$ cat src/rtl/gpio_pkg.sv
package gpio_pkg;
  localparam int unsigned ADDR_W = 2;
  localparam logic [ADDR_W-1:0] ADDR_DIR = 2'd0;
  localparam logic [ADDR_W-1:0] ADDR_LVL = 2'd1;
  localparam logic [ADDR_W-1:0] ADDR_PIN = 2'd2;
endpackage

$ cat src/rtl/gpio_sync.sv
module gpio_sync #(
  parameter int unsigned WIDTH = 8
) (
  input  logic             clk_i,
  input  logic             rst_ni,
  input  logic [WIDTH-1:0] d_i,
  output logic [WIDTH-1:0] q_o
);
  logic [WIDTH-1:0] s1_q, s2_q;
  always_ff @(posedge clk_i or negedge rst_ni) begin
    if (!rst_ni) begin
      s1_q <= '0;
      s2_q <= '0;
    end else begin
      s1_q <= d_i;
      s2_q <= s1_q;
    end
  end
  assign q_o = s2_q;

  // cycles since reset, saturating, so $past(...,2) is only used once valid
  logic [1:0] age_q;
  always_ff @(posedge clk_i or negedge rst_ni) begin
    if (!rst_ni) age_q <= '0;
    else if (age_q != 2'd2) age_q <= age_q + 2'd1;
  end


  sync_lat_chk: assert property (@(posedge clk_i) disable iff (!rst_ni)
    (age_q == 2'd2) |-> (q_o == $past(d_i, 2)));
endmodule

$ cat src/rtl/gpio_regs.sv
module gpio_regs
  import gpio_pkg::*;
#(
  parameter int unsigned WIDTH = 8
) (
  input  logic              clk_i,
  input  logic              rst_ni,
  input  logic              wr_en_i,
  input  logic [ADDR_W-1:0] addr_i,
  input  logic [WIDTH-1:0]  wdata_i,
  input  logic [WIDTH-1:0]  pin_sync_i,
  output logic [WIDTH-1:0]  dir_o,
  output logic [WIDTH-1:0]  lvl_o,
  output logic [WIDTH-1:0]  rdata_o
);
  logic [WIDTH-1:0] dir_q, lvl_q;
  logic wr_dir, wr_lvl;

  assign wr_dir = wr_en_i && (addr_i == ADDR_DIR);
  assign wr_lvl = wr_en_i && (addr_i == ADDR_LVL);

  always_ff @(posedge clk_i or negedge rst_ni) begin
    if (!rst_ni) begin
      dir_q <= '0;
      lvl_q <= '0;
    end else begin
      if (wr_dir) dir_q <= wdata_i;
      if (wr_lvl) lvl_q <= wdata_i;
    end
  end

  always_comb begin
    unique case (addr_i)
      ADDR_DIR: rdata_o = dir_q;
      ADDR_LVL: rdata_o = lvl_q;
      ADDR_PIN: rdata_o = pin_sync_i;
      default:  rdata_o = '0;
    endcase
  end

  assign dir_o = dir_q;
  assign lvl_o = lvl_q;


  dir_write_chk: assert property (@(posedge clk_i) disable iff (!rst_ni)
    (wr_en_i && addr_i == ADDR_DIR) |=> (dir_q == $past(wdata_i)));

  lvl_write_chk: assert property (@(posedge clk_i) disable iff (!rst_ni)
    (wr_en_i && addr_i == ADDR_LVL) |=> (lvl_q == $past(wdata_i)));

  ro_write_chk: assert property (@(posedge clk_i) disable iff (!rst_ni)
    (wr_en_i && addr_i[1]) |=> ($stable(dir_q) && $stable(lvl_q)));
endmodule

$ cat src/rtl/gpio_pad_bit.sv
module gpio_pad_bit #(
  parameter bit FORCE_IN_PU = 1'b0
) (
  input  logic clk_i,
  input  logic rst_ni,
  input  logic dir_i,
  input  logic lvl_i,
  output logic oe_o,
  output logic out_o,
  output logic pu_o
);
  localparam logic FIXED = FORCE_IN_PU;

  // level bit: driven value when output, pull-up select when input
  assign oe_o  = dir_i & ~FIXED;
  assign out_o = dir_i & lvl_i & ~FIXED;
  assign pu_o  = (~dir_i & lvl_i) | FIXED;


  oe_pu_excl_chk: assert property (@(posedge clk_i) disable iff (!rst_ni)
    !(oe_o && pu_o));

  generate
    if (FORCE_IN_PU) begin : g_fixed_chk

      fixed_pin_chk: assert property (@(posedge clk_i) disable iff (!rst_ni)
        (!oe_o && !out_o && pu_o));
    end
  endgenerate
endmodule

$ cat src/rtl/gpio_port.sv
module gpio_port
  import gpio_pkg::*;
#(
  parameter int unsigned WIDTH     = 8,
  parameter int unsigned FIXED_PIN = 3
) (
  input  logic              clk_i,
  input  logic              rst_ni,
  input  logic              wr_en_i,
  input  logic [ADDR_W-1:0] addr_i,
  input  logic [WIDTH-1:0]  wdata_i,
  output logic [WIDTH-1:0]  rdata_o,
  input  logic [WIDTH-1:0]  pin_i,
  output logic [WIDTH-1:0]  pad_oe_o,
  output logic [WIDTH-1:0]  pad_out_o,
  output logic [WIDTH-1:0]  pad_pu_o
);
  logic [WIDTH-1:0] pin_sync, dir, lvl;

  gpio_sync #(.WIDTH(WIDTH)) i_sync (
    .clk_i (clk_i),
    .rst_ni(rst_ni),
    .d_i   (pin_i),
    .q_o   (pin_sync)
  );

  gpio_regs #(.WIDTH(WIDTH)) i_regs (
    .clk_i     (clk_i),
    .rst_ni    (rst_ni),
    .wr_en_i   (wr_en_i),
    .addr_i    (addr_i),
    .wdata_i   (wdata_i),
    .pin_sync_i(pin_sync),
    .dir_o     (dir),
    .lvl_o     (lvl),
    .rdata_o   (rdata_o)
  );

  for (genvar i = 0; i < WIDTH; i++) begin : g_pad
    gpio_pad_bit #(.FORCE_IN_PU(i == FIXED_PIN)) i_pad (
      .clk_i (clk_i),
      .rst_ni(rst_ni),
      .dir_i (dir[i]),
      .lvl_i (lvl[i]),
      .oe_o  (pad_oe_o[i]),
      .out_o (pad_out_o[i]),
      .pu_o  (pad_pu_o[i])
    );
  end
endmodule

$ cat config.mk
export PLATFORM = sky130hd
export DESIGN_NAME = gpio_port
export DESIGN_NICKNAME = d
export VERILOG_FILES = /design/src/rtl/gpio_pkg.sv /design/src/rtl/gpio_sync.sv /design/src/rtl/gpio_regs.sv /design/src/rtl/gpio_pad_bit.sv /design/src/rtl/gpio_port.sv
export SDC_FILE = /design/constraint.sdc
export NUM_CORES = 1
export LEC_CHECK = 0
export BUFFER_PORTS_ARGS = -buffer_cell sky130_fd_sc_hd__buf_2
export CAP_MARGIN = 25
export CORE_UTILIZATION = 40
export CTS_CLUSTER_DIAMETER = 40
export DETAILED_ROUTE_END_ITERATION = 8
export GPL_TIMING_DRIVEN = 0
export MAX_ROUTING_LAYER = met4
export PLACE_DENSITY_LB_ADDON = 0.1
export SYNTH_ARGS = -nofsm -noshare
export SYNTH_HDL_FRONTEND = slang
export SYNTH_SLANG_ARGS = --single-unit
export TNS_END_PERCENT = 100
$ cat constraint.sdc
create_clock -name clk_i -period 0.8 [get_ports clk_i]
set_input_delay 0.16 -clock clk_i [delete_from_list [all_inputs] [get_ports clk_i]]
set_output_delay 0.16 -clock clk_i [all_outputs]
set_load 0.02 [all_outputs]
# After elaboration in Yosys (flattened, before gate mapping)
# Cells that the tools add are included.
# totals
output_inout_bits,32
wordCells,31
input_bits,21
register_bits,32
# op_classes
bitwise,21
n_mux,1
reduce_logical,3
n_eq_ne,2
# op_table
operator,count
$pmux W8 S3,1
$and A1 B1 Y1,14
$not A1 Y1,7
$eq A2 B1 Y1 const B,1
$eq A2 B2 Y1 const B,1
$logic_and A1 B1 Y1,2
$logic_not A2 Y1,1

# Depth between registers and ports, before layout
# logic_depth
depth_word,2
ltp_mapped,4
depth_no_buf,2

# Cells and area by module
# A second synthesis with hierarchy kept.
# hier_totals
cells_unflattened,96
area_unflattened_um2,1396.3
# by_module_without_submodules
module,cells_per_inst,instances,area_per_inst_um2
gpio_regs,54,1,799.5
gpio_sync,16,1,400.4
gpio_pad_bit at g_pad[0].i_pad ...,3,7,23.8
gpio_pad_bit at g_pad[3].i_pad,5,1,30.0

# Worst setup path before layout
# No wires, ideal clock.
# synth_timing
path_type,input-to-reg
startpoint,input addr_i[0]
endpoint,"register i_regs.dir_q[0], in the netlist i_regs.dir_o[0]"
stages,2
t_arrival_ns,0.858
setup_slack_ns,-0.183
cell_sequence,nor3b_4 > mux2_2
# synth_via
elab_chain_cells,2
# synth_lines
element,line_no,source
from (decl),gpio_port.sv:10,"input logic [ADDR_W-1:0] addr_i,"
$logic_not A2 Y1,gpio_regs.sv:19,assign wr_dir = wr_en_i && (addr_i == ADDR_DIR);
$logic_and A1 B1 Y1,gpio_regs.sv:19,
to (signal assigned),gpio_regs.sv:27,if (wr_dir) dir_q <= wdata_i;
to (decl),gpio_regs.sv:16,"logic [WIDTH-1:0] dir_q, lvl_q;"
# No other way between the ends.
# A chain may end at the register's enable or synchronous reset.

# Worst setup path in the final report
# layout_timing
startpoint,"register i_regs.dir_q[0], in the netlist i_regs.dir_o[0]"
endpoint,output pad_oe_o[0]
# layout_lines
element,line_no,source
to (decl),gpio_port.sv:14,"output logic [WIDTH-1:0] pad_oe_o,"
# No word-level cell between the ends.

==> results.md <==
- The wire length reported by the detailed router is 3.49 mm.
- The number of buffers between clock root and the deepest sink is 2.
- The worst setup slack before clock tree synthesis is -0.568 ns.
- The post-detailed-route via-to-cell ratio is 4.67.
- 0 antenna diodes ended up in the layout.
- The share of the clock period used by the worst path is 160%.
- The worst pin sits at a relative slew slack of 54.9%.
- Hold timing on the final database bottoms out at a slack of -0.0833 ns.
- The checks that failed: hold timing, setup timing.
- The number of global-route vias before repair is 1102.
- The detail route stage leaves a number of antenna-violating nets equal to 0.
- After synthesis the netlist holds a flip-flop and latch count of 32.
- After Yosys synthesis, and, or, nand and nor cells account for 8.99% of the synthesized area.
- After routing, the total negative slack on setup checks comes to -13.18 ns.
- The run finished, with violations left.
- Of all flip-flops after synthesis, the portion carrying an async set or reset was 100%.
- In the routed design, unresolved DRC markers number 0.
- After clock tree synthesis, the flow added hold-fix buffers numbering 8.
- The maximum resistive drop on vdd is 1700 uV.
- In the final routed layout, each cell accounts on average for 15.1 um.
- The total of fill cells in the finished design is 231.
- Setup violations remaining at the end of the flow were counted as 45.
- The deepest level of the CTS H-tree is 2.
- After layout, the minimum clock period comes to 1.28 ns.
- In this run, placement finished with an instance count of 206.
- The count of cells in the finished layout, fillers not included, comes to 231.
- Synthesis produced a netlist whose cell count is 110.
- Among all flip-flop cells after synthesis, the most frequent one is dfrtp_1.
- For this run, the total global-route usage over all layers was measured as 19.4%.
- The total clock buffers created by CTS is 5.
- Clock-pin slew was measured on the worst setup and hold paths at 0.06 ns.
- The critical path is of the flop to primary output type.
- The utilization of the core after routing is 73.4%.
- The nature of the critical path startpoint is a flop.
- In this run, synthesis inferred 0 flip-flops with an integrated enable.
- Derived from the worst setup path, the maximum achievable clock frequency is 782 MHz.
- Setup repair after global routing could not meet its margin everywhere.
- The largest family of logic cells by synthesized area is multiplexers.
- The mean instance size in the synthesized netlist is 13.4 sq um.
- The tightest min-delay check is of the input pin to asynchronous set/reset pin type.
- The number of distinct library cells after synthesis is 12.
- From left edge to right edge, the die measures 62.7 um.
- By count the netlist is led by dfrtp_1 (32), buf_4 (25), mux2_2 (16).
- At the worst endpoint, the required time is 0.64 ns.
- The number of top-level pins is 53.
- The initial standard-cell utilization of the core is 42.9%.
- Cells with a size suffix above 1 make up 74.6% of the layout.
- The cell accounting for the most synthesized area is dfrtp_1.
- The total number of vias is 1078.
- The number of clock sinks seen by CTS is 32.
- After global routing the overflow that remains totals 0.
- The first global-routing pass estimated 5.44 mm of wire.
- The half-perimeter wire length after placement is 1.98 mm.
- The row count is 21.
- The number of slew-limit violations in the final report came to 0.
- The vertical extent of the die is 62.7 um.
- The sequential share of the synthesized area is 54.3%.
- Across all setup checks in the final design, the least slack found is -0.479 ns.
- The mapped netlist covers 1480 sq um.
- The worst path arrival time is 1.12 ns.
- The worst-case clock skew is 0.00172 ns.
- Port buffering added 49 buffers.
- The floorplan die area is 3940 sq um.
- The final number of hold-violating endpoints is 32.
- The number of design-rule violations left by the first detailed-router iteration is 19.
- In the synthesized netlist, mux cells make up 17.6% of the area.
- STA classifies the critical path endpoint as a primary output.
- For this design the static power due to leakage is 1.23 nW.
- The total number of yosys warnings is 0.
- The fraction of post-synthesis cell area in the top cell type by area is 54.3%.
- The maximum number of pins on one net before global-route repair is 33.
- The signed area change from the synthesized netlist to the final layout is 71.3%.
- The slew at the pin closest to its max-slew limit is 0.677 ns.
- Max-cap violations in this run came to 0.
- The clock reaches the later pin of the worst-skew pair after 0.28 ns.
- The adder and majority gate portion of the synthesized area is 0%.
- In this run the standard cell core region covers 3440 sq um.
- The cell sitting at the root of the clock tree is a clkbuf_8.
- The most common cell in the synthesized netlist is dfrtp_1.
- For this run, the post-layout net count is 206.
- Along the worst path, the maximum fanout reaches 4.
- The last weighted congestion value of the routability-driven placer is 0.740.
- The CTS tree is yes.
- The total chip power is 0.00553 W.
- The number of antenna violations at the first check in global routing is 0.
- The synthesized netlist devotes 0% of its cell area to XOR and XNOR gates.
- Summing the areas of all compound-gate instances in the mapped netlist gives 4.75% of the synthesized area.
- In the post-synthesis netlist, the biggest area contributors are dfrtp_1 (54%), buf_4 (13%), mux2_2 (12%).
- Dividing total power by cell area gives a power density of 2190 nW/um^2.
- The detailed-router iteration count before antenna repair is 4.
## critical path, stage by stage (launching register included)
cell and delay [ns]:
dfrtp_1 0.42, buf_4 0.16, buf_4 0.12, buf_2 0.15
## state kept, by name, indices dropped and copies added (netlist names)
signal / count
i_sync.s1_q: 8
i_regs.lvl_o: 8
i_regs.dir_o: 8
i_sync.q_o: 8
## cell type report
cell class              count  area, sq um  share of cell area, %
repair buffers             86          803                   31.8
well taps                  46         57.6                   2.28
multi-input cells          52          669                   26.5
flip-flops and latches     32          808                   32.0
clock buffers               7         96.3                   3.81
plain buffers               8         92.6                   3.66
## stage by stage
step,area [sq um],hold WS [ns]
5_1_grt,2530,-0.0334
4_1_cts,2350,-0.0663
6_report,2530,-0.0833
2_1_floorplan,1590,-0.136
3_3_place_gp,1900,0.230
3_5_place_dp,1900,0.235
## path summary, 6_finish.rpt
path / slack (ns) / endpoint / start / depth (start not counted)
min reg2reg: 0.35 / i_sync.q_o[6] / i_sync.s1_q[6] / 0
min: -0.08 / i_sync.s1_q[1] / rst_ni / 1
max: -0.48 / pad_oe_o[0] / i_regs.dir_o[0] / 3
max in group asynchronous: 0.40 / i_regs.dir_o[5] / rst_ni / 1
max reg2reg: -0.15 / i_regs.dir_o[2] / i_regs.dir_o[2] / 2
min in group clk_i: 0.13 / i_regs.dir_o[1] / wdata_i[1] / 2
## routing by layer
layer	part of all wire [%]	GRT usage, %
met3	4.4	6.75
met5	0	-
met2	53	32.2
met1	39	20.4
met4	3.0	9.88
## logic make-up (layout without fill, tap and decap cells)
family,Yosys count,after routing
buffers and inverters,27,101
muxes,24,24
other,2,3
AOI/OAI and AO/OA,8,8
DFF,32,32
and+or+nand+nor,17,17
## what timing repair did
item / in CTS / in global routing
setup endpoints to repair: 45 / 45
cloned: 1 / 0
setup buffers: 12 / 17
resized for setup: 87 / 41
endpoints found under the hold margin: 40 / 32
pin swaps: 14 / 6
## layout by cell type, fill, tap and decap left out, drive strengths merged
cell type	n
o2bb2ai	8
conb	3
mux2i	8
nand3b	1
nor2b	8
clkbuf	7
nor3b	1
mux2	16
and2	7
dfrtp	32
buf	86
dlygate4sd3	8
## power breakdown
group / leakage, nW / internal (W) / switching, W / total, W
Clock: 0.0503 / 0.000764 / 0.000523 / 0.00129
Combinational: 0.807 / 0.00134 / 0.000865 / 0.00221
Sequential: 0.370 / 0.00183 / 0.000210 / 0.00204
Total: 1.23 / 0.00393 / 0.00160 / 0.00553
Note: power is estimated with default switching activity, not from simulation.
